**src/rtl/ctl_i2c_regs.sv**
```systemverilog
module ctl_i2c_regs #(
  parameter logic [6:0] DEV_ADDR = 7'b0011100,
  parameter int         FILT     = 4
) (
  input  logic       clk,
  input  logic       rst_n,
  input  logic       scl_i,
  input  logic       sda_i,
  output logic       sda_oe,
  input  logic       st_otemp,
  input  logic       st_pgood,
  input  logic       ev_ocp,
  input  logic       ev_scp,
  input  logic       ev_uvlo,
  output logic       sel1_en,
  output logic [6:0] sel1_code,
  output logic       sel0_en,
  output logic [6:0] sel0_code,
  output logic       dischg_en,
  output logic [1:0] mode_sel,
  output logic [1:0] ilim_code,
  output logic [1:0] bank1,
  output logic [1:0] bank0,
  output logic [7:0] vlim,
  output logic [2:0] flags
);

  localparam int FW = $clog2(FILT + 1);
  localparam logic [FW-1:0] FLIM = FW'(FILT - 1);

  typedef enum logic [3:0] {
    S_IDLE, S_ADDR, S_AACK, S_REG, S_RACK, S_WR, S_WACK, S_TX, S_MACK
  } st_t;

  logic [1:0]    scl_s, sda_s;
  logic          scl_f, sda_f, scl_q, sda_q;
  logic [FW-1:0] scl_n, sda_n;

  always_ff @(posedge clk or negedge rst_n) begin
    if (!rst_n) begin
      scl_s <= 2'b11;
      sda_s <= 2'b11;
      scl_f <= 1'b1;
      sda_f <= 1'b1;
      scl_q <= 1'b1;
      sda_q <= 1'b1;
      scl_n <= '0;
      sda_n <= '0;
    end else begin
      scl_s <= {scl_s[0], scl_i};
      sda_s <= {sda_s[0], sda_i};
      scl_q <= scl_f;
      sda_q <= sda_f;
      if (scl_s[1] == scl_f) scl_n <= '0;
      else if (scl_n == FLIM) begin
        scl_f <= scl_s[1];
        scl_n <= '0;
      end else scl_n <= scl_n + 1'b1;
      if (sda_s[1] == sda_f) sda_n <= '0;
      else if (sda_n == FLIM) begin
        sda_f <= sda_s[1];
        sda_n <= '0;
      end else sda_n <= sda_n + 1'b1;
    end
  end

  wire scl_rise = scl_f & ~scl_q;
  wire scl_fall = ~scl_f & scl_q;
  wire start_d  = scl_f & scl_q & sda_q & ~sda_f;
  wire stop_d   = scl_f & scl_q & ~sda_q & sda_f;

  st_t        st;
  logic [7:0] sh, ptr, wr_data, rdata;
  logic [3:0] cnt;
  logic       rw, nack, wr_stb;
  logic [7:0] r10, r11, r1e;
  logic       dis;
  logic [1:0] mode, ilim, b1, b0;

  wire rx_done = scl_fall && (cnt == 4'd8);

  always_comb begin
    case (ptr)
      8'h01:   rdata = {st_otemp, 6'b0, st_pgood};
      8'h10:   rdata = r10;
      8'h11:   rdata = r11;
      8'h12:   rdata = {3'b0, dis, 4'b0};
      8'h14:   rdata = {mode, 6'b0};
      8'h16:   rdata = {ilim, 6'b0};
      8'h18:   rdata = {flags[2], 2'b0, flags[1], 2'b0, flags[0], 1'b0};
      8'h1C:   rdata = {6'b0, b1};
      8'h1D:   rdata = {6'b0, b0};
      8'h1E:   rdata = r1e;
      default: rdata = 8'h00;
    endcase
  end

  always_ff @(posedge clk or negedge rst_n) begin
    if (!rst_n) begin
      st      <= S_IDLE;
      sh      <= '0;
      ptr     <= '0;
      cnt     <= '0;
      rw      <= 1'b0;
      nack    <= 1'b0;
      sda_oe  <= 1'b0;
      wr_stb  <= 1'b0;
      wr_data <= '0;
    end else begin
      wr_stb <= 1'b0;
      if (wr_stb) ptr <= ptr + 8'd1;
      if (start_d) begin
        st     <= S_ADDR;
        cnt    <= '0;
        sda_oe <= 1'b0;
      end else if (stop_d) begin
        st     <= S_IDLE;
        sda_oe <= 1'b0;
      end else begin
        case (st)
          S_ADDR: begin
            if (scl_rise) begin
              sh  <= {sh[6:0], sda_f};
              cnt <= cnt + 4'd1;
            end else if (rx_done) begin
              cnt <= '0;
              if (sh[7:1] == DEV_ADDR) begin
                rw     <= sh[0];
                sda_oe <= 1'b1;
                st     <= S_AACK;
              end else st <= S_IDLE;
            end
          end
          S_REG: begin
            if (scl_rise) begin
              sh  <= {sh[6:0], sda_f};
              cnt <= cnt + 4'd1;
            end else if (rx_done) begin
              cnt    <= '0;
              ptr    <= sh;
              sda_oe <= 1'b1;
              st     <= S_RACK;
            end
          end
          S_WR: begin
            if (scl_rise) begin
              sh  <= {sh[6:0], sda_f};
              cnt <= cnt + 4'd1;
            end else if (rx_done) begin
              cnt     <= '0;
              wr_stb  <= 1'b1;
              wr_data <= sh;
              sda_oe  <= 1'b1;
              st      <= S_WACK;
            end
          end
          S_AACK: begin
            if (scl_fall) begin
              cnt <= '0;
              if (rw) begin
                sh     <= rdata;
                ptr    <= ptr + 8'd1;
                sda_oe <= ~rdata[7];
                st     <= S_TX;
              end else begin
                sda_oe <= 1'b0;
                st     <= S_REG;
              end
            end
          end
          S_RACK, S_WACK: begin
            if (scl_fall) begin
              sda_oe <= 1'b0;
              st     <= S_WR;
            end
          end
          S_TX: begin
            if (scl_fall) begin
              if (cnt == 4'd7) begin
                sda_oe <= 1'b0;
                st     <= S_MACK;
              end else begin
                sh     <= {sh[6:0], 1'b0};
                sda_oe <= ~sh[6];
                cnt    <= cnt + 4'd1;
              end
            end
          end
          S_MACK: begin
            if (scl_rise) nack <= sda_f;
            else if (scl_fall) begin
              cnt <= '0;
              if (nack) st <= S_IDLE;
              else begin
                sh     <= rdata;
                ptr    <= ptr + 8'd1;
                sda_oe <= ~rdata[7];
                st     <= S_TX;
              end
            end
          end
          default: st <= S_IDLE;
        endcase
      end
    end
  end

  always_ff @(posedge clk or negedge rst_n) begin
    if (!rst_n) begin
      r10  <= 8'h00;
      r11  <= 8'h00;
      dis  <= 1'b1;
      mode <= 2'b11;
      ilim <= 2'b11;
      b1   <= 2'b10;
      b0   <= 2'b01;
      r1e  <= 8'hF0;
    end else if (wr_stb) begin
      case (ptr)
        8'h10: r10  <= wr_data;
        8'h11: r11  <= wr_data;
        8'h12: dis  <= wr_data[4];
        8'h14: mode <= wr_data[7:6];
        8'h16: ilim <= wr_data[7:6];
        8'h1C: b1   <= wr_data[1:0];
        8'h1D: b0   <= wr_data[1:0];
        8'h1E: r1e  <= wr_data;
        default: ;
      endcase
    end
  end

  wire clr_flags = wr_stb && (ptr == 8'h18);

  always_ff @(posedge clk or negedge rst_n) begin
    if (!rst_n) flags <= 3'b000;
    else flags <= (clr_flags ? (flags & {wr_data[7], wr_data[4], wr_data[1]}) : flags)
                  | {ev_ocp, ev_scp, ev_uvlo};
  end

  assign sel1_en   = r10[7];
  assign sel1_code = r10[6:0];
  assign sel0_en   = r11[7];
  assign sel0_code = r11[6:0];
  assign dischg_en = dis;
  assign mode_sel  = mode;
  assign ilim_code = ilim;
  assign bank1     = b1;
  assign bank0     = b0;
  assign vlim      = r1e;


  idle_quiet_chk: assert property (@(posedge clk) disable iff (!rst_n)
    (st == S_IDLE) |-> !sda_oe);


  sda_low_scl_chk: assert property (@(posedge clk) disable iff (!rst_n)
    (sda_oe != $past(sda_oe)) |-> !scl_f);


  ptr_step_chk: assert property (@(posedge clk) disable iff (!rst_n)
    wr_stb |=> (ptr == $past(ptr) + 8'd1));


  flag_keep_chk: assert property (@(posedge clk) disable iff (!rst_n)
    !clr_flags |=> ((flags & $past(flags)) == $past(flags)));


  flag_set_chk: assert property (@(posedge clk) disable iff (!rst_n)
    (ev_ocp && ev_scp && ev_uvlo) |=> (flags == 3'b111));

endmodule

```
**config.mk**
```make
export PLATFORM = sky130hd
export DESIGN_NAME = ctl_i2c_regs
export DESIGN_NICKNAME = d
export VERILOG_FILES = /design/src/rtl/ctl_i2c_regs.sv
export SDC_FILE = /design/constraint.sdc
export NUM_CORES = 1
export LEC_CHECK = 0
export BUFFER_PORTS_ARGS = -buffer_cell sky130_fd_sc_hd__buf_4
export CORE_AREA = 8 8 124 126
export CTS_BUF_LIST = sky130_fd_sc_hd__clkbuf_16
export CTS_CLUSTER_DIAMETER = 100
export CTS_CLUSTER_SIZE = 8
export DETAILED_ROUTE_END_ITERATION = 8
export DIE_AREA = 0 0 132 134
export SYNTH_ARGS = -nofsm -noshare
export SYNTH_HDL_FRONTEND = slang
export SYNTH_SLANG_ARGS = --single-unit
```
**constraint.sdc**
```tcl
create_clock -name clk -period 2.1 [get_ports clk]
set_input_delay 0.42 -clock clk [delete_from_list [all_inputs] [get_ports clk]]
set_output_delay 0.42 -clock clk [all_outputs]
set_load 0.005 [all_outputs]
```
==> results.txt <==
Status -> finished with violations
Failing checks -> negative setup slack
Area contributors post-synth -> dfrtp_1 37%, mux2_2 11%, dfstp_2 11%, nand2_1 3.6%, o21ai_0 2.6%
Antenna violations before repair -> 0
Final Skew -> 11.3 ps
CTS tree -> yes
Hold path start -> sda_i
Fillers -> 1315
Initial Util -> 33.8%
Drt pass-1 iters -> 4
CTS Buf Count -> 9
Top cell by count, worst path -> or3b_1
Post-DRT Antenna Nets -> 0
Slew margin rel. -> 65.8%
CP endpoint kind -> flip-flop
Clk sinks -> 86
Hold-critical path depth -> 1
Die area -> 0.0177 mm^2
R2r worst-path depth -> 6
VDD IR max -> 628 uV
Starting DRT DRC Count -> 225
RSZ-0062 raised after global routing -> true
Commonest non-fill, non-tap cell in the layout -> buf_4
IO Count -> 46
Post-synth ARST share -> 100%
Layout cell share with drive strength beyond 1 -> 39.1%
Routability cong. -> 0.866
Synth unique cells -> 63
Reg2reg end -> ptr[7]
FMAX -> 457 MHz
CP max stage cell -> dfstp_2
Hold Crit Endpoint -> sda_s[0]
CTS Buffer Depth -> 2
Avg Vias per Cell -> 5.35
Worst Path Max Fanout -> 4
Cells after Synth -> 436
Reg power frac -> 46.8%
EDFF count, synth -> 0
Final wirelength -> 12200 um
Post-synthesis cell area -> 0.00456 mm^2
Worst Path Arrival -> 2410 ps
Leakage power -> 2.62 nW
Net Sw Frac -> 28.8%
Die Y-Extent -> 134 um
Final Critical Period -> 2190 ps
Post-synthesis register bit count -> 86
Insertion delay to the later sink of the worst-skew pair -> 350 ps
Final core utilization -> 42.7%
Area growth from synthesis to layout -> 26.5%
Crit-path max cell delay -> 530 ps
Worst r2r src -> scl_q
Post-synth top flop -> dfrtp_1
Core box area -> 0.0135 mm^2
Tcrit/Tclk final -> 104%
Cell Rows -> 43
Pint -> 2.96 mW
Crit start category -> flip-flop
WL met2 -> 5800 um
Max-slew violations -> 0
Total gr overflow -> 0
Register Area -> 0.00218 mm^2
P_sw -> 1.20 mW
Vias in the first global route -> 3784
Via count -> 3785
Met3 WL -> 529 um
Commonest non-fill, non-tap cells in the layout -> 95 x buf_4, 65 x dfrtp_1, 46 x mux2_2
Post-Place Cell Area -> 0.00537 mm^2
CTS H-tree depth -> 3
Clk root buf -> clkbuf_16
CP required -> 2330 ps
R2R Setup Slk -> -90 ps
DP Cell Count -> 684
Multi-input gate area -> 0.00229 mm^2
Buffers on Ports -> 45
Final layout net count -> 539
Clock Power Share -> 35.9%
Wl on met1 -> 5660 um
Max cap viols -> 0
Setup WS post-layout -> -87.5 ps
Top cell type by total area after synthesis -> dfrtp_1
CP cell instances -> or3b_1 > a32o_2 > a211oi_4 > nor2_2 > or3b_1 > a32o_1
Combinational share of power -> 17.3%
Pin count of the biggest net entering global routing -> 68
Syn_nets -> 453
Setup-violating endpoint count in the final report -> 3
Setup tns final -> -185 ps
Top sig layer -> met4
Horiz. Die Dim -> 132 um
Min-delay worst type -> primary input to flip-flop
Post-DR wirelength/cell -> 17.3 um
Warning count from the yosys run -> 0
Diode count -> 0
Total design power -> 4.16 mW
First-pass GRT wire length -> 19700 um
Synth top area share -> 36.7%
Fin. Hold Viols -> 0
Detailed placement HPWL -> 8990 um
Design area -> 0.00577 mm^2
Cell Pwr Density -> 720 mW/mm^2
Finished Layout Cells -> 707
DRC Markers -> 0
Register area share after synthesis -> 47.7%
Worst Tran Pin Value -> 511 ps
GRT Util Overall -> 13.9%
Clk pin slew, worst setup/hold paths -> 60 ps
Crit Path Class -> flip-flop to flip-flop
Avg Inst Size Synth -> 10.5 um^2
synth_stat cells (all sizes together) (6+ instances only):
master  number
nand3       16
nand2b       6
inv          9
nor2        26
dfrtp       67
nand2       44
mux2        46
nor3         7
nor2b       10
o21ai       24
and3         7
a22oi       11
buf          8
o31ai        8
a21oi       20
dfstp       19
clkbuf      15
ha           8
state kept, by name, summed over array words and instances (netlist names), 2 cells and up:
| signal | count |
|---|---|
| ptr | 8 |
| r10 | 8 |
| r11 | 8 |
| sh | 8 |
| vlim | 8 |
| wr_data | 8 |
| cnt | 4 |
| st | 4 |
| flags | 3 |
| scl_n | 3 |
| sda_n | 3 |
| bank0 | 2 |
| bank1 | 2 |
| ilim_code | 2 |
| mode_sel | 2 |
| scl_s | 2 |
| sda_s | 2 |
how the worst max path moves through the flow:
stage	start	end	slack, ps	cells after the start
final	scl_q	ptr[7]	-90	6
after CTS	scl_q	ptr[7]	-90	6
after detailed placement	scl_q	ptr[7]	-80	6
after floorplan	scl_q	ptr[7]	-70	7
after global placement	scl_q	ptr[7]	-20	6
after global routing	scl_q	ptr[7]	-160	6
cell families (layout without fill, tap and decap cells):
| logic type | after synthesis | in the layout | synth area share (%) |
|---|---|---|---|
| flip-flops | 86 | 86 | 47.7 |
| AO/OA/AOI/OAI | 105 | 105 | 16.0 |
| AND/OR/NAND/NOR | 151 | 151 | 17.9 |
| adder cells (fa/ha/maj) | 8 | 8 | 2.19 |
| XOR/XNOR | 3 | 3 | 0.576 |
| multiplexers | 51 | 51 | 12.4 |
| buffers and inverters | 32 | 123 | 3.24 |
cell type report:
class                      instances  share of cell area, %
multi-input combinational        318                   39.8
sequential                        86                   37.7
timing repair buffer              98                   13.2
clock buffer                       9                   3.90
tap                              180                   3.90
clock inverter                     7                  0.867
inverter                           9                  0.585
worst max-delay path: cells and delay by family (launching register included):
family | cells | cell delay (ps)
and+or+nand+nor | 3 | 780
DFF | 1 | 530
AOI/OAI and AO/OA | 3 | 750
what timing repair did:
item / 4_1_cts / 5_1_grt
hold buffers: 1 / 0
gates resized for setup: 1 / 19
buffers inserted: 1 / 5
pin swaps: 0 / 5
hold endpoints to repair: 14 / 0
endpoints found under the setup margin: 10 / 46
gates cloned: 0 / 0
stage by stage:
stage	hold slack (ps)	setup slack [ps]
after floorplan	124	-69.4
after global placement	325	-16.5
after detailed placement	331	-78.3
after CTS	164	-88.2
after global routing	169	-158
final	175	-87.5
metal layers:
metal,track usage [%],vias to the layer above
met2,22.2,101
met1,17.6,1894
met3,2.95,16
li1,-,1774
met5,0,-
met4,6.57,0
power by group through the flow:
stage               Clock [mW]  Combinational (mW)  Sequential [mW]
floorplan                    0               0.450             1.93
global placement             0               0.688             1.96
detailed placement           0               0.704             1.97
CTS                       1.53               0.710             1.94
global route              1.59               0.812             1.96
finish                    1.49               0.720             1.95
No activity file was read; power rests on OpenSTA's default activity.
